## src/rtl/dwc_pkg.sv

```systemverilog
package dwc_pkg;

  typedef enum logic [2:0] {
    ST_IDLE,
    ST_SETTLE,
    ST_REQ,
    ST_WAIT,
    ST_FIN
  } dwc_state_e;

  typedef enum logic [1:0] {
    PH_NOM,
    PH_LO,
    PH_HI
  } dwc_phase_e;

endpackage

```

## src/rtl/dwc_settle_timer.sv

```systemverilog
module dwc_settle_timer #(
  parameter int CNT_W = 4
) (
  input  logic             clk,
  input  logic             rst_n,
  input  logic             load,
  input  logic [CNT_W-1:0] load_val,
  output logic             expired
);

  logic [CNT_W-1:0] cnt_q;
  logic [CNT_W-1:0] cnt_d;
  logic             cnt_en;

  assign expired = (cnt_q == '0);
  assign cnt_en  = load || !expired;

  always_comb begin
    if (load) cnt_d = load_val;
    else      cnt_d = cnt_q - 1'b1;
  end

  always_ff @(posedge clk or negedge rst_n) begin
    if (!rst_n)      cnt_q <= '0;
    else if (cnt_en) cnt_q <= cnt_d;
  end

endmodule

```

## src/rtl/dwc_midpoint.sv

```systemverilog
module dwc_midpoint #(
  parameter int TAP_W = 6
) (
  input  logic [TAP_W-1:0] lo,
  input  logic [TAP_W-1:0] hi,
  output logic [TAP_W-1:0] mid
);

  logic [TAP_W:0] sum;

  assign sum = {1'b0, lo} + {1'b0, hi};
  assign mid = sum[TAP_W:1];

endmodule

```

## src/rtl/dwc_calibrator.sv

```systemverilog
module dwc_calibrator
  import dwc_pkg::*;
#(
  parameter int TAP_W    = 6,
  parameter int NOMINAL  = 32,
  parameter int SETTLE_W = 4
) (
  input  logic                clk,
  input  logic                rst_n,
  input  logic                start,
  input  logic [SETTLE_W-1:0] settle_cycles,
  output logic                trial_req,
  input  logic                trial_ack,
  input  logic                trial_pass,
  output logic [TAP_W-1:0]    tap,
  output logic                done,
  output logic                cal_err,
  output logic [TAP_W-1:0]    edge_lo,
  output logic [TAP_W-1:0]    edge_hi
);

  localparam int               TAP_MAX_I  = (1 << TAP_W) - 1;
  localparam logic [TAP_W-1:0] TAP_MAX    = TAP_MAX_I[TAP_W-1:0];
  localparam logic [TAP_W-1:0] NOM_TAP    = NOMINAL[TAP_W-1:0];
  localparam bit               NOM_AT_TOP = (NOMINAL >= TAP_MAX_I);

  dwc_state_e       state_q, state_d;
  dwc_phase_e       phase_q, phase_d;
  logic [TAP_W-1:0] tap_q, tap_d;
  logic [TAP_W-1:0] lo_q, lo_d;
  logic [TAP_W-1:0] hi_q, hi_d;
  logic             done_q, done_d;
  logic             err_q, err_d;
  logic             tmr_load;
  logic             tmr_expired;
  logic [TAP_W-1:0] mid;

  dwc_settle_timer #(.CNT_W(SETTLE_W)) u_timer (
    .clk      (clk),
    .rst_n    (rst_n),
    .load     (tmr_load),
    .load_val (settle_cycles),
    .expired  (tmr_expired)
  );

  dwc_midpoint #(.TAP_W(TAP_W)) u_mid (
    .lo  (lo_q),
    .hi  (hi_q),
    .mid (mid)
  );

  // next-state logic
  always_comb begin
    state_d  = state_q;
    phase_d  = phase_q;
    tap_d    = tap_q;
    lo_d     = lo_q;
    hi_d     = hi_q;
    done_d   = 1'b0;
    err_d    = err_q;
    tmr_load = 1'b0;

    unique case (state_q)
      ST_IDLE: begin
        if (start) begin
          tap_d    = NOM_TAP;
          lo_d     = NOM_TAP;
          hi_d     = NOM_TAP;
          err_d    = 1'b0;
          phase_d  = PH_NOM;
          state_d  = ST_SETTLE;
          tmr_load = 1'b1;
        end
      end
      ST_SETTLE: begin
        if (tmr_expired) state_d = ST_REQ;
      end
      ST_REQ: begin
        state_d = ST_WAIT;
      end
      ST_WAIT: begin
        if (trial_ack) begin
          if (phase_q == PH_NOM && !trial_pass) begin
            err_d   = 1'b1;
            done_d  = 1'b1;
            state_d = ST_IDLE;
          end else if (phase_q != PH_HI) begin
            // downward sweep (nominal pass enters it too)
            if (trial_pass && tap_q != '0) begin
              tap_d    = tap_q - 1'b1;
              phase_d  = PH_LO;
              state_d  = ST_SETTLE;
              tmr_load = 1'b1;
            end else begin
              lo_d = trial_pass ? tap_q : tap_q + 1'b1;
              if (NOM_AT_TOP) begin
                hi_d    = TAP_MAX;
                state_d = ST_FIN;
              end else begin
                tap_d    = NOM_TAP + 1'b1;
                phase_d  = PH_HI;
                state_d  = ST_SETTLE;
                tmr_load = 1'b1;
              end
            end
          end else begin
            // upward sweep
            if (trial_pass && tap_q != TAP_MAX) begin
              tap_d    = tap_q + 1'b1;
              state_d  = ST_SETTLE;
              tmr_load = 1'b1;
            end else begin
              hi_d    = trial_pass ? tap_q : tap_q - 1'b1;
              state_d = ST_FIN;
            end
          end
        end
      end
      ST_FIN: begin
        tap_d   = mid;
        done_d  = 1'b1;
        state_d = ST_IDLE;
      end
      default: state_d = ST_IDLE;
    endcase
  end

  // registers
  always_ff @(posedge clk or negedge rst_n) begin
    if (!rst_n) begin
      state_q <= ST_IDLE;
      phase_q <= PH_NOM;
      tap_q   <= NOM_TAP;
      lo_q    <= NOM_TAP;
      hi_q    <= NOM_TAP;
      done_q  <= 1'b0;
      err_q   <= 1'b0;
    end else begin
      state_q <= state_d;
      phase_q <= phase_d;
      tap_q   <= tap_d;
      lo_q    <= lo_d;
      hi_q    <= hi_d;
      done_q  <= done_d;
      err_q   <= err_d;
    end
  end

  assign trial_req = (state_q == ST_REQ);
  assign tap       = tap_q;
  assign done      = done_q;
  assign cal_err   = err_q;
  assign edge_lo   = lo_q;
  assign edge_hi   = hi_q;

endmodule

```

## config.mk

```make
export PLATFORM = sky130hd
export DESIGN_NAME = dwc_calibrator
export DESIGN_NICKNAME = d
export VERILOG_FILES = /design/src/rtl/dwc_pkg.sv /design/src/rtl/dwc_settle_timer.sv /design/src/rtl/dwc_midpoint.sv /design/src/rtl/dwc_calibrator.sv
export SDC_FILE = /design/constraint.sdc
export NUM_CORES = 1
export LEC_CHECK = 0
export CAP_MARGIN = 5
export CELL_PAD_IN_SITES_DETAIL_PLACEMENT = 0
export CELL_PAD_IN_SITES_GLOBAL_PLACEMENT = 2
export CORE_UTILIZATION = 35
export CTS_BUF_LIST = sky130_fd_sc_hd__clkbuf_8
export DETAILED_ROUTE_END_ITERATION = 8
export PLACE_DENSITY_LB_ADDON = 0.05
export SLEW_MARGIN = 20
export SYNTH_ARGS = -nofsm -noshare
export SYNTH_HDL_FRONTEND = slang
export SYNTH_HIERARCHICAL = 1
export SYNTH_SLANG_ARGS = --single-unit
```

## constraint.sdc

```tcl
create_clock -name clk -period 3.1 [get_ports clk]
set_clock_uncertainty 0.2 [all_clocks]
set_input_delay 0.775 -clock clk [delete_from_list [all_inputs] [get_ports clk]]
set_output_delay 0.775 -clock clk [all_outputs]
set_load 0.1 [all_outputs]
```

==> results.md <==
- Status: finished clean
- WHS Endpoint: cal_err
- Ports: 30
- Worst setup SP type: input pin
- Setup TNS: 0 ns
- Setup violators final: 0
- Max-cap viol count: 0
- Synth-to-layout area growth: 19.5%
- ANT nets after route: 0
- Peak Freq: roughly 380 MHz
- Top-count cell post-synth: dfrtp_1
- Overall global routing resource usage: 0.188
- Final slew viol count: 0
- Synth Flop Type: dfrtp_1
- Fin. Hold Viols: 0
- Reg2reg setup slack: around 0.6 ns
- Crit path capture type: flop
- Post-CTS Hold Buffers: 0
- DR vias/cell: about 5.3
- Row count: 28
- Mapped Area: 0.00219 mm²
- Synth cell types: 64
- Syn Nets: 259
- CP max stage cell: clkdlybuf4s50_1
- Reg clk slew, reported paths: 0.07 ns
- Dpl ws: around 0.16 ns
- Maximum fanout along the worst path: 9
- Worst path most repeated cell: nor3_1
- Min Tclk post-route: between 2 and 3 ns
- Req. time, crit path: 3.08 ns
- Number of flops mapped to enable cells by yosys: 0
- FFs w/ async S/R, synth: 1.00
- Total congestion overflow: 0
- Critical path cell sequence: clkdlybuf4s50_1 -> nor2_1 -> nor3_1 -> nand4_1 -> a21oi_1 -> buf_4 -> nor3_1 -> a221o_1
- DR WL/cell: approximately 16 µm
- PostCTS Resize Cnt: 0
- Share of cells above drive strength 1: 0.255
- Post-synthesis instance total: between 200 and 250
- CORE AREA: around 0.006 mm²
- RSZ-0062 raised after global routing: false
- Power per Cell Area: approximately 1100 mW/mm²
- WS Path Type: in -> reg
- Residual DRC count: 0
- R2R Path Start: tap[0]
- Initial antenna violation count: 0
- Largest stage delay, worst path: roughly 0.62 ns
- Register area: ~730 µm²
- Area share of the leading cell type in the synthesized netlist: 0.297
- Final net count: roughly 290
- Hold depth: 1
- FF-to-FF End: u_timer/cnt_q[3]
- CTS Buffer Depth: 2
- LEAKAGE: 1.13 nW
- PortBufs: 29
- Vias in the first global route: ~1.7k
- Clk root buf: clkbuf_8
- Clk sinks: 29
- Worst rel slew slack: 0.694
- Hold path startpoint: cal_err
- Design area: 0.00262 mm²
- First DRT Iteration DRCs: 65
- IR drop worst, VDD: ~0.49 mV
- Setup bufs post-CTS: 0
- Fillers: 625
- Final worst setup slack: roughly 0.45 ns
- Total Wirelength: 5610 µm
- ANT cells: 0
- Die Wd: 81.1 µm
- Synth top area cells: dfrtp_1 (30%), ha_1 (5.1%), mux2_2 (5.1%), dfstp_2 (3.6%), a21oi_1 (3.4%)
- DR pass1 iterations: 4
- H-Tree Depth: 2
- Die area: 0.00658 mm²
- Fin crit share: 0.854
- Synth area leader: dfrtp_1
- Area after DPL: around 0.0025 mm²
- Measured slew at the worst slew-check pin: ~0.46 ns
- DP Wirelength: between 4000 and 5000 µm
- Reg2Reg Depth: 9
- Area of the multi-input gates: 0.00131 mm²
- Final GP Congestion: 0.784
- FF+latch count, synth: 29
- Largest net degree at the start of global routing: 30
- TritonCTS clock tree: yes
- Post-Syn Area per Cell: between 9 and 10 µm²
- Via count: about 1.8k
- Worst hold path class: reg -> reg
- Arrival time worst endpoint: about 2.6 ns
- Initial Util: 0.366
- Synthesis Warnings: 6
- Share of the yosys chip area belonging to registers: 0.333
- CTS Buf Count: 5
- Die height: 81.1 µm
- Clk Latency, worst-skew pair: just under 0.3 ns
- Commonest cells post-synth: dfrtp_1 (26), nor2_1 (20), nand2_1 (19)
- Global-route wire length before repair: between 9000 and 10000 µm
final cells by class:
type,instances,area share
sequential,29,0.279
timing repair buffer,39,0.120
inverter,11,0.0158
multi-input combinational,184,0.499
clock inverter,3,0.0249
tap,75,0.0359
clock buffer,5,0.0263
worst max path at each step:
stage / startpoint / endpoint / cells after the start
floorplan: tap[0] / u_timer/cnt_q[3] / 9
CTS: trial_pass / u_timer/cnt_q[3] / 8
global placement: trial_pass / u_timer/cnt_q[3] / 8
global route: trial_pass / u_timer/cnt_q[3] / 8
finish: trial_pass / u_timer/cnt_q[3] / 8
detailed placement: trial_pass / u_timer/cnt_q[3] / 8
cell families (layout without fill, tap and decap cells):
logic type / Yosys count / after routing / share of synthesized area
flip-flops: 29 / 29 / 0.333
multiplexers: 12 / 12 / 0.0605
AO/OA/AOI/OAI: 58 / 58 / 0.189
AND/OR/NAND/NOR: 91 / 91 / 0.232
adder cells (fa/ha/maj): 10 / 10 / 0.0605
XOR/XNOR: 13 / 13 / 0.0520
buffers and inverters: 27 / 58 / 0.0731
metrics by stage:
| stage | utilization | hold slack (ns) | total power, mW | cells |
|---|---|---|---|---|
| 4_1_cts | 0.437 | 0.305 | 2.99 | 346 |
| 3_3_place_gp | 0.415 | 0.282 | 2.51 | 338 |
| 3_5_place_dp | 0.415 | 0.279 | 2.50 | 338 |
| 2_1_floorplan | - | 0.279 | 2.13 | 240 |
| 6_report | 0.437 | 0.303 | 2.97 | 346 |
| 5_1_grt | 0.437 | 0.320 | 3.17 | 346 |
state kept, by name (all words and copies together), names as in the netlist:
signal,cells
done,1
phase_q,2
edge_lo,6
cal_err,1
state_q,3
edge_hi,6
tap,6
u_timer/cnt_q,4
routing by layer:
layer  up-vias  routed length, µm  track usage  share of wire
met5         -                  0            0              0
met4         0                 48       0.0536         0.0086
met3         6                176       0.0382          0.031
met2        28               2760        0.315           0.49
met1       895               2630        0.242           0.47
li1        912                  -            -              -
power by group:
part	internal, mW	switching, mW	leakage [nW]	total (mW)
logic	0.622	1.19	0.689	1.81
clock network	0.319	0.166	0.0681	0.485
registers	0.514	0.161	0.374	0.675
worst max-delay path: cells and delay by family:
kind                   cells  cell delay [ns]
AO/OA/AOI/OAI              2             0.49
buffers and inverters      2             0.79
AND/OR/NAND/NOR            4             0.56
layout by cell type (no fill, tap or decap), drive strengths merged, types with 3 or more instances in the layout:
cell | synthesis | layout
nor2b | 7 | 7
clkbuf | 4 | 5
a21oi | 16 | 16
a22o | 3 | 3
and3 | 4 | 4
nand2b | 3 | 3
ha | 9 | 9
nor3 | 8 | 8
nand3b | 3 | 3
nor4 | 3 | 3
mux2 | 10 | 10
dfrtp | 26 | 26
clkdlybuf4s50 | 0 | 8
o21ai | 16 | 16
nand2 | 21 | 21
nor2 | 21 | 21
and2 | 3 | 3
dfstp | 3 | 3
nor3b | 3 | 3
nand3 | 4 | 4
inv | 11 | 11
xor2 | 5 | 5
buf | 12 | 31
xnor2 | 8 | 8
Power figures use the tool's default switching activity.
